### src/rtl/brkpt_pkg.sv
package brkpt_pkg;
  localparam int unsigned XLEN   = 32;
  localparam int unsigned CSR_AW = 12;

  localparam logic [CSR_AW-1:0] ADDR_SEL  = 12'h7A0;
  localparam logic [CSR_AW-1:0] ADDR_CFG  = 12'h7A1;
  localparam logic [CSR_AW-1:0] ADDR_CMP  = 12'h7A2;
  localparam logic [CSR_AW-1:0] ADDR_AUX  = 12'h7A3;
  localparam logic [CSR_AW-1:0] ADDR_MCTX = 12'h7A8;
  localparam logic [CSR_AW-1:0] ADDR_SCTX = 12'h7AA;

  typedef enum logic [2:0] {
    CAUSE_NONE = 3'd0,
    CAUSE_TRIG = 3'd2,
    CAUSE_HALT = 3'd3,
    CAUSE_STEP = 3'd4
  } entry_cause_e;

  // Configuration word: every field is fixed except the execute enable bit.
  function automatic logic [XLEN-1:0] cfg_image(input logic exec);
    return {4'h2,      // address/data match kind
            1'b1,      // writable from debug mode only
            6'h00,     // no address masking
            1'b0,      // no hit flag
            1'b0,      // address compare, not data
            1'b0,      // break before execution
            2'b00,     // any access size
            4'h1,      // action: enter debug mode
            1'b0,      // no chaining
            4'h0,      // exact compare
            1'b1,      // active in machine mode
            1'b0,      // reserved
            1'b0,      // no supervisor mode
            1'b1,      // active in user mode
            exec,      // execute enable
            1'b0,      // no store compare
            1'b0};     // no load compare
  endfunction

  function automatic logic is_trig_addr(input logic [CSR_AW-1:0] a);
    return (a == ADDR_SEL) || (a == ADDR_CFG) || (a == ADDR_CMP) ||
           (a == ADDR_AUX) || (a == ADDR_MCTX) || (a == ADDR_SCTX);
  endfunction

  function automatic entry_cause_e pick_cause(input logic hit, input logic step_fire,
                                              input logic halt);
    if (hit)            return CAUSE_TRIG;
    else if (step_fire) return CAUSE_STEP;
    else if (halt)      return CAUSE_HALT;
    else                return CAUSE_NONE;
  endfunction
endpackage

### src/rtl/brkpt_regs.sv
module brkpt_regs
  import brkpt_pkg::*;
#(
  parameter bit          EnTrig = 1'b1,
  parameter int unsigned AW     = CSR_AW,
  parameter int unsigned XW     = XLEN
) (
  input  logic          clk_i,
  input  logic          rst_ni,
  input  logic [AW-1:0] addr_i,
  input  logic          we_i,
  input  logic [XW-1:0] wdata_i,
  input  logic          dbg_mode_i,
  output logic          cfg_wr_o,
  output logic          cmp_wr_o,
  output logic          exec_q_o,
  output logic [XW-1:0] value_q_o
);
  localparam int unsigned ExecBit = 2;

  if (EnTrig) begin : g_on
    logic          exec_q;
    logic [XW-1:0] value_q;

    assign cfg_wr_o = we_i & dbg_mode_i & (addr_i == ADDR_CFG);
    assign cmp_wr_o = we_i & dbg_mode_i & (addr_i == ADDR_CMP);

    always_ff @(posedge clk_i or negedge rst_ni) begin
      if (!rst_ni) begin
        exec_q <= 1'b0;
      end else if (cfg_wr_o) begin
        exec_q <= wdata_i[ExecBit];
      end
    end

    always_ff @(posedge clk_i or negedge rst_ni) begin
      if (!rst_ni) begin
        value_q <= '0;
      end else if (cmp_wr_o) begin
        value_q <= wdata_i;
      end
    end

    assign exec_q_o  = exec_q;
    assign value_q_o = value_q;
  end else begin : g_off
    logic unused_w;
    assign unused_w  = ^{clk_i, rst_ni, addr_i, we_i, wdata_i, dbg_mode_i};
    assign cfg_wr_o  = 1'b0;
    assign cmp_wr_o  = 1'b0;
    assign exec_q_o  = 1'b0;
    assign value_q_o = '0;
  end
endmodule

### src/rtl/brkpt_readmux.sv
module brkpt_readmux
  import brkpt_pkg::*;
#(
  parameter bit          EnTrig = 1'b1,
  parameter int unsigned AW     = CSR_AW,
  parameter int unsigned XW     = XLEN
) (
  input  logic [AW-1:0] addr_i,
  input  logic          exec_i,
  input  logic [XW-1:0] value_i,
  output logic [XW-1:0] rdata_o,
  output logic          illegal_o
);
  if (EnTrig) begin : g_on
    always_comb begin
      unique case (addr_i)
        ADDR_CFG: rdata_o = cfg_image(exec_i);
        ADDR_CMP: rdata_o = value_i;
        default:  rdata_o = '0;
      endcase
    end
    assign illegal_o = 1'b0;
  end else begin : g_off
    logic unused_w;
    assign unused_w  = ^{exec_i, value_i};
    assign rdata_o   = '0;
    assign illegal_o = is_trig_addr(addr_i);
  end
endmodule

### src/rtl/brkpt_entry.sv
module brkpt_entry
  import brkpt_pkg::*;
(
  input  logic          halt_req_i,
  input  logic          step_en_i,
  input  logic          instr_valid_i,
  input  logic          hit_i,
  input  logic          dbg_mode_i,
  output logic          step_fire_o,
  output logic          enter_o,
  output entry_cause_e  cause_o
);
  assign step_fire_o = step_en_i & instr_valid_i;
  assign enter_o     = (halt_req_i | step_fire_o | hit_i) & ~dbg_mode_i;
  assign cause_o     = enter_o ? pick_cause(hit_i, step_fire_o, halt_req_i) : CAUSE_NONE;
endmodule

### src/rtl/brkpt_unit.sv
module brkpt_unit
  import brkpt_pkg::*;
#(
  parameter bit EnTrig = 1'b1
) (
  input  logic              clk_i,
  input  logic              rst_ni,
  input  logic [CSR_AW-1:0] csr_addr_i,
  input  logic              csr_we_i,
  input  logic [XLEN-1:0]   csr_wdata_i,
  output logic [XLEN-1:0]   csr_rdata_o,
  output logic              csr_illegal_o,
  input  logic              dbg_mode_i,
  input  logic [XLEN-1:0]   fetch_pc_i,
  input  logic              halt_req_i,
  input  logic              step_en_i,
  input  logic              instr_valid_i,
  output logic              bp_hit_o,
  output logic              dbg_enter_o,
  output logic [2:0]        dbg_cause_o
);
  logic            cfg_wr;
  logic            cmp_wr;
  logic            exec_q;
  logic [XLEN-1:0] value_q;
  logic            step_fire;
  entry_cause_e    cause;

  brkpt_regs #(.EnTrig(EnTrig), .AW(CSR_AW), .XW(XLEN)) u_regs (
    .clk_i      (clk_i),
    .rst_ni     (rst_ni),
    .addr_i     (csr_addr_i),
    .we_i       (csr_we_i),
    .wdata_i    (csr_wdata_i),
    .dbg_mode_i (dbg_mode_i),
    .cfg_wr_o   (cfg_wr),
    .cmp_wr_o   (cmp_wr),
    .exec_q_o   (exec_q),
    .value_q_o  (value_q)
  );

  brkpt_readmux #(.EnTrig(EnTrig), .AW(CSR_AW), .XW(XLEN)) u_rmux (
    .addr_i    (csr_addr_i),
    .exec_i    (exec_q),
    .value_i   (value_q),
    .rdata_o   (csr_rdata_o),
    .illegal_o (csr_illegal_o)
  );

  if (EnTrig) begin : g_cmp
    assign bp_hit_o = exec_q & (fetch_pc_i == value_q);
  end else begin : g_nocmp
    logic unused_pc;
    assign unused_pc = ^fetch_pc_i;
    assign bp_hit_o  = 1'b0;
  end

  brkpt_entry u_entry (
    .halt_req_i    (halt_req_i),
    .step_en_i     (step_en_i),
    .instr_valid_i (instr_valid_i),
    .hit_i         (bp_hit_o),
    .dbg_mode_i    (dbg_mode_i),
    .step_fire_o   (step_fire),
    .enter_o       (dbg_enter_o),
    .cause_o       (cause)
  );

  assign dbg_cause_o = cause;
endmodule

### config.mk
export PLATFORM = sky130hd
export DESIGN_NAME = brkpt_unit
export DESIGN_NICKNAME = d
export VERILOG_FILES = /design/src/rtl/brkpt_pkg.sv /design/src/rtl/brkpt_regs.sv /design/src/rtl/brkpt_readmux.sv /design/src/rtl/brkpt_entry.sv /design/src/rtl/brkpt_unit.sv
export SDC_FILE = /design/constraint.sdc
export NUM_CORES = 1
export LEC_CHECK = 0
export CORE_ASPECT_RATIO = 1.75
export CORE_MARGIN = 2
export CORE_UTILIZATION = 58
export DETAILED_ROUTE_END_ITERATION = 8
export DONT_BUFFER_PORTS = 1
export PLACE_DENSITY = 0.74
export RECOVER_POWER = 50
export SLEW_MARGIN = 20
export SYNTH_ARGS = -nofsm -noshare
export SYNTH_HDL_FRONTEND = slang
export SYNTH_SLANG_ARGS = --single-unit
### constraint.sdc
create_clock -name clk_i -period 4.55 [get_ports clk_i]
set_input_delay 0.6825 -clock clk_i [delete_from_list [all_inputs] [get_ports clk_i]]
set_output_delay 0.6825 -clock clk_i [all_outputs]
set_load 0.1 [all_outputs]
Yosys cells after proc, flatten, opt, wreduce, memory -nomap -nowiden
Index checks and enable logic that the tools add are counted.
W data, S select, Z words.
- flip-flop bits (word level): 33
- input bits: 83
- output and inout port bits: 38
- logic and storage cells: 19
- eq/ne operators: 3
- mux-type cells: 5
- bitwise operators: 9
- operators by type and width (cell ; number):
    $pmux W32 S2 ; 1
    $eq A32 B32 Y1 ; 1
    $eq A12 B11 Y1 const B ; 2
    $mux W3 ; 3
    $and A1 B1 Y1 ; 6
    $mux W2 ; 1
    $or A1 B1 Y1 ; 2
    $not A1 Y1 ; 1

Depth between registers and ports, before layout
Gate-level depths: netlist of the first run.
- depth in word-level cells: 5
- gate-level depth with buffers: 7
- mapped depth without buffers: 5

Modules after synthesis
From an unflattened synthesis of the first run, not the netlist that was laid out.
- cells, all modules: 184
- area, all modules: 2197.1 um^2
- by module, submodules not included (module ; times used ; cells an instance ; area an instance (um^2) ; sequential area each (um^2)):
    brkpt_regs ; 1 ; 81 ; 1437.6 ; 825.8
    brkpt_unit ; 1 ; 44 ; 355.3 ; 0.0
    brkpt_readmux ; 1 ; 50 ; 350.3 ; 0.0
    brkpt_entry ; 1 ; 9 ; 53.8 ; 0.0

Least setup slack after synthesis of the first run
Ideal clock, no wire load.
- kind: input to output
- from: input csr_addr_i[11]
- to: output csr_rdata_o[2]
- arrival: 3726 ps
- required time: 3868 ps
- setup slack: 142 ps
- stages on the path: 5
- buffers on the path: 1
- cell sequence: nor4b_2 nand4b_1 or3b_1 clkbuf_1 o21ai_0
- word-level cells in the longest chain between the ends: 2
- elaborated cells between the ends (all ways): 3
- classes of those cells: eq/ne (2); mux (1)
- RTL lines (what ; line ; text):
    start, declared ; brkpt_unit.sv:8 ; input logic [CSR_AW-1:0] csr_addr_i,
    $eq A12 B11 Y1 ; brkpt_readmux.sv:16 ; unique case (addr_i)
    $pmux W32 S2 (*) ; brkpt_readmux.sv:16 ;
    end, declared ; brkpt_unit.sv:11 ; output logic [XLEN-1:0] csr_rdata_o,
Every way passes the cells marked *; elsewhere a longest branch is shown, timed or not.

Worst setup path after layout of the first run
Same ends and word-level chain as after synthesis.

==> metrics.txt, run 1 <==
outcome=complete, but fails checks; failing checks=max-capacitance violations, max-slew violations; fin crit share=80.5%; nets=292; slew margin rel.=-23.4%; Die H=83.3 um; combinational power share=7.2%; Critical Path Max Stage Delay=1.02 ns; Hold Crit Class=input pin to async pin; number of synthesized register bits=33; Post-Syn Nets=258; largest net degree at the start of global routing=34; crit path kind=input pin to output pin; Initial Util=61.3%; mapped cell area=2080 sq um; syn_area_per_cell=11.9 sq um; Power Internal=447 uW; synth top area cells=dfrtp_1 (40%), mux2_4 (22%), xnor2_1 (12%), and2_1 (7.8%), buf_12 (2.9%); Fin. Hold Viols=0; worst slew pin tran=1.85 ns; number of setup buffers added after CTS=0; clock power share=41.7%; fill count=272; First-pass DRT Iterations=4; Max Cap Viol=1; worst skew pair latency=0.28 ns; Max Freq=0.273 GHz; peak supply drop=237 uV; Residual DRC=0; number of enable flip-flop cells after synthesis=0; post-synth top area cell=dfrtp_1; CP Cell Sequence=nor4b_1, nand4b_1, nor3b_1, buf_4, nand2_1, o21ai_2, buf_4; antenna violations before repair=0; Net Switching=131 uW; slowest cell on the critical path=nor3b_1; vias per inst=5.62; Sw Ratio=22.7%; Sum Neg Setup Slack=0 ns; clock period minus worst slack=3.66 ns; post_cts resized=0; crit path DAT=2.98 ns; worst-path fanout max=20; Max Clock Skew=0 ns; Synth top cells by count=dfrtp_1 (33), mux2_4 (30), xnor2_1 (29), and2_1 (26), nand2_1 (14); Worst setup SP type=input pin; row count=28; P&R area growth vs syn=16.2%; global placer's final weighted congestion=0.797; Die W=49.3 um; Avg WL per Cell=19.0 um; final wirelength=4860 um; cts hold-fix bufs=0; data required time of the worst path=3.87 ns; vias in the first global route=1666; TritonCTS clock tree=yes; yosys warns=0; Remaining Overflow, GRT=0; clk root buf=clkbuf_8; Sink Count=33; post-synthesis sequential area ratio=39.6%; pwr dens=239 nW/um^2; ys async rst share=100%; Max H-tree Level=2; leakage power=0.00114 uW; Yosys cell types=29; Clock Path Buffers=2; Primary FF master, synth=dfrtp_1; first-pass GRT wire length=7960 um; share of layout cells above drive strength 1=36.7%; ANT cells=0; Top cell by count, worst path=buf_4; post-DP HPWL=3780 um; core area=3400 sq um; total track usage=25.1%; Cells after Synth=175; DRT iter0 DRCs=25; final hold slack=0.0867 ns; Clock transition at path regs=0.07 ns; total die area=4110 sq um; Num CTS Buffers=5; Flop pwr share=51.0%; final setup vio count=0; Max Slew Vio Count=1; CP delay by family, top=simple AND/OR/NAND/NOR gates; most common cell in the synthesized netlist=dfrtp_1; Critical path buffers and inverters=2; top-area cell type share of the netlist area=39.6%; routed vias=1434; unrepaired setup endpoints after global routing=false; number of top-level pins=121; Critical Path Sink Type=output pin; antenna-violating nets left=0; PortBufs=0
metrics by stage:
step | std cells | setup WS, ns | util (%) | cell area [sq um] | total power, uW
2_1_floorplan | 175 | 0.142 | - | 2080 | 337
3_3_place_gp | 247 | 1.44 | 69.3 | 2350 | 343
3_5_place_dp | 247 | 1.29 | 69.3 | 2350 | 343
4_1_cts | 255 | 1.36 | 72.2 | 2450 | 584
5_1_grt | 255 | 0.618 | 71.2 | 2420 | 595
6_report | 255 | 0.885 | 71.2 | 2420 | 577
kinds of logic (layout without fill, tap and decap cells):
family / Yosys count / after routing / share of synthesized area, %
AND/OR/NAND/NOR: 61 / 61 / 17.7
multiplexers: 33 / 33 / 23.2
flip-flops: 33 / 33 / 39.6
XOR/XNOR: 32 / 32 / 13.5
buffers and inverters: 11 / 46 / 4.86
AO/OA/AOI/OAI: 4 / 4 / 0.961
other: 1 / 1 / 0.180
power by group through the flow:
stage	combinational [uW]	clock, uW	sequential [uW]
detailed placement	43.0	0	300
global placement	42.5	0	300
CTS	43.3	246	295
floorplan	36.6	0	300
finish	41.6	241	295
global route	44.0	256	295
flip-flops by register name, indices dropped and copies added, names as in the netlist:
signal            flops
u_regs.value_q_o     32
u_regs.exec_q_o       1
placed cells by master (no fill, tap or decap), drive strengths merged:
master   n
and2    26
or3b     1
nand4    7
nor2b    1
nand3b   1
mux2    33
nor4b    1
nor2     1
nand4b   1
nor3     1
and3     1
a21oi    2
nor4     2
buf     33
conb     1
clkinv   1
and4b    1
xor2     3
dfrtp   33
o21ai    2
xnor2   29
nand2   14
nand3    1
inv      2
nor3b    2
clkbuf  10
cell type report:
class,instances,area [sq um],share of cell area [%]
clock buffer,7,96.3,3.98
sequential,33,826,34.1
timing repair buffer,36,280,11.6
multi-input combinational,131,1150,47.5
inverter,2,7.51,0.310
tap,45,56.3,2.33
clock inverter,1,5.00,0.207
final timing paths:
check / start / endpoint / slack, ns / cells after the start
setup / recovery: csr_addr_i[11] / csr_rdata_o[2] / 0.89 / 7
hold / removal: rst_ni / u_regs.value_q_o[3] / 0.09 / 0
setup reg to reg: u_regs.value_q_o[27] / u_regs.value_q_o[27] / 3.72 / 1
hold reg to reg: u_regs.value_q_o[13] / u_regs.value_q_o[13] / 0.55 / 1
max in group asynchronous: rst_ni / u_regs.value_q_o[26] / 4.38 / 0
min in group clk_i: csr_wdata_i[13] / u_regs.value_q_o[13] / 0.54 / 1
routing by layer:
layer / global-route usage, % / wire (um)
met5: 0 / 0
met1: 28.3 / 1720
met4: 9.87 / 119
met3: 6.12 / 432
met2: 44.2 / 2590
No activity file was read; power rests on OpenSTA's default activity.
==> run 2: changes to the inputs <==
--- a/config.mk
+++ b/config.mk
@@ -7,10 +7,10 @@
 export LEC_CHECK = 0
 export CORE_ASPECT_RATIO = 1.75
 export CORE_MARGIN = 2
-export CORE_UTILIZATION = 58
+export CORE_UTILIZATION = 57
 export DETAILED_ROUTE_END_ITERATION = 8
 export DONT_BUFFER_PORTS = 1
-export PLACE_DENSITY = 0.74
+export PLACE_DENSITY = 0.75
 export RECOVER_POWER = 50
 export SLEW_MARGIN = 20
 export SYNTH_ARGS = -nofsm -noshare
==> constraint.sdc (replaced) <==
create_clock -name clk_i -period 3 [get_ports clk_i]
set_input_delay 0.45 -clock clk_i [delete_from_list [all_inputs] [get_ports clk_i]]
set_output_delay 0.45 -clock clk_i [all_outputs]
set_load 0.1 [all_outputs]
==> metrics.txt, run 2 (synthesis gave the netlist of run 1 again) <==
R2R depth=1 (unchanged); first-pass GRT wire length=8820 um (+11%); Sw Ratio=23.8% (+1.1 points); max FFs per register=32 (unchanged); Die H=84.0 um (+0.83%); Critical Path Sink Type=output pin; TritonCTS clock tree=yes; core area=3560 sq um (+4.6%); First-pass DRT Iterations=4 (unchanged); HP Start=csr_wdata_i[2]; worst hold path depth=1; Avg WL per Cell=20.6 um (+8.4%); worst slew pin tran=1.80 ns (-0.0514 ns); crit path DAT=2.12 ns (-0.86 ns); pwr dens=315 nW/um^2 (+32%); Max Freq=0.389 GHz; number of top-level pins=121 (unchanged); DRT iter0 DRCs=18 (-28%); share of layout cells above drive strength 1=33.5% (-3.2 points); Clock Path Buffers=2 (unchanged); vias per inst=5.68 (+0.97%); crit path kind=flop to output pin; Worst setup SP type=flop; total track usage=28.2% (+3.1 points); Final Worst Setup Slack=0.430 ns (-0.455 ns); Critical Path Max Stage Delay=0.41 ns (-0.61 ns); clock power share=41.5% (-0.2 points); Hold Crit Class=input pin to flop; peak supply drop=282 uV (+19%); data required time of the worst path=2.55 ns (-1.32 ns); Max Cap Viol=1 (unchanged); Max Clock Skew=0 ns (unchanged); most frequent cells in the layout=buf_12 (33), dfrtp_1 (33), xnor2_1 (29), and2_1 (26), mux2_4 (16); Max H-tree Level=2 (unchanged); unrepaired setup endpoints after global routing=false; final setup vio count=0 (unchanged); Fin. Hold Viols=0 (unchanged); row count=29 (+3.6%); Power Internal=679 uW (+52%); slowest cell on the critical path=dfrtp_1; post-place setup slack=0.597 ns (-0.692 ns); nets=297 (+1.7%); RR Endpoint=u_regs.value_q_o[10]; total die area=4170 sq um (+1.6%); clk root buf=clkbuf_8; Remaining Overflow, GRT=0 (unchanged); Initial Util=58.6% (-2.7 points); worst skew pair latency=0.28 ns (about the same); Die W=49.7 um (+0.80%); leakage power=0.00126 uW (+11%); CP delay by family, top=simple AND/OR/NAND/NOR gates; worst-path fanout max=5 (-75%); Hold EP=u_regs.value_q_o[2]; routed vias=1482 (+3.3%); failing checks=max-capacitance violations, max-slew violations; Residual DRC=0 (unchanged); final wirelength=5390 um (+11%); Sum Neg Setup Slack=0 ns (unchanged); antenna violations before repair=0 (unchanged); PortBufs=0 (unchanged); P&R area growth vs syn=35.7%; vias in the first global route=1754 (+5.3%); Flop pwr share=50.2% (-0.8 points); outcome=complete, but fails checks; worst r2r src=u_regs.value_q_o[10]; clock period minus worst slack=2.57 ns; slew margin rel.=-19.7% (+3.7 points); global placer's final weighted congestion=0.781 (-2.0%); fin crit share=85.7%; antenna-violating nets left=0 (unchanged); Net Switching=212 uW (+62%); largest net degree at the start of global routing=34 (unchanged); Clock transition at path regs=0.07 ns (about the same); Num CTS Buffers=5 (unchanged); ANT cells=0 (unchanged); Max Slew Vio Count=34 (+33); combinational power share=8.4% (+1.2 points); post-DP HPWL=4230 um (+12%); CP Cell Sequence=xnor2_1, nand4_1, nor4_1, nand3_1, a21oi_2, buf_4; Critical path buffers and inverters=1 (-1); Sink Count=33 (unchanged); R2R Setup Slk=2.17 ns (-1.55 ns); fill count=231 (-15%)
[run 2: area by class of cell]
cell class | instances | area (sq um) | share of cell area (%)
Inverter | 2 | 7.51 | 0.265
Multi-Input combinational cell | 131 | 1120 | 39.6
Clock inverter | 1 | 5.00 | 0.177
Timing Repair Buffer | 41 | 717 | 25.4
Tap cell | 46 | 57.6 | 2.04
Clock buffer | 7 | 96.3 | 3.41
Sequential cell | 33 | 826 | 29.2
[run 2: per-stage QoR]
| stage | hold slack [ns] | power, uW | cell area [sq um] | std cells | util [%] |
|---|---|---|---|---|---|
| global placement | 0.155 | 519 | 2780 | 251 | 78.1 |
| detailed placement | 0.155 | 521 | 2780 | 251 | 78.1 |
| finish | 0.299 | 891 | 2830 | 261 | 79.5 |
| CTS | 0.304 | 902 | 2910 | 261 | 81.8 |
| floorplan | 0.154 | 511 | 2090 | 175 | - |
| global route | 0.296 | 923 | 2830 | 261 | 79.5 |
[run 2: routing by layer]
| metal | vias up | part of all wire (%) | routed length, um | global-route usage [%] |
|---|---|---|---|---|
| met3 | 12 | 7.2 | 386 | 6.45 |
| met5 | - | 0 | 0 | 0 |
| li1 | 664 | - | - | - |
| met1 | 713 | 32 | 1720 | 27.0 |
| met2 | 93 | 58 | 3110 | 54.7 |
| met4 | 0 | 3.2 | 175 | 11.4 |
[run 2: worst max-delay path by stage]
| stage | startpoint | endpoint | slack [ns] | cells past startpoint |
|---|---|---|---|---|
| 2_1_floorplan | csr_addr_i[11] | csr_rdata_o[2] | -0.19 | 5 |
| 3_3_place_gp | csr_addr_i[11] | u_regs.value_q_o[16] | 0.67 | 7 |
| 3_5_place_dp | csr_addr_i[11] | u_regs.value_q_o[15] | 0.60 | 7 |
| 4_1_cts | u_regs.value_q_o[5] | dbg_enter_o | 0.37 | 6 |
| 5_1_grt | csr_addr_i[11] | csr_rdata_o[10] | 0.15 | 6 |
| 6_report | u_regs.value_q_o[5] | dbg_enter_o | 0.43 | 6 |
[run 2: power by group through the flow]
stage / clock network (uW) / logic (uW) / registers, uW
floorplan: 0 / 56.2 / 455
global placement: 0 / 63.4 / 455
detailed placement: 0 / 65.3 / 455
CTS: 376 / 79.1 / 447
global route: 396 / 79.9 / 447
finish: 370 / 74.5 / 447
[run 2: what timing repair did]
action	4_1_cts	5_1_grt
gates resized for setup	0	0
hold endpoints to repair	33	0
setup buffers	0	0
hold buffers	2	0
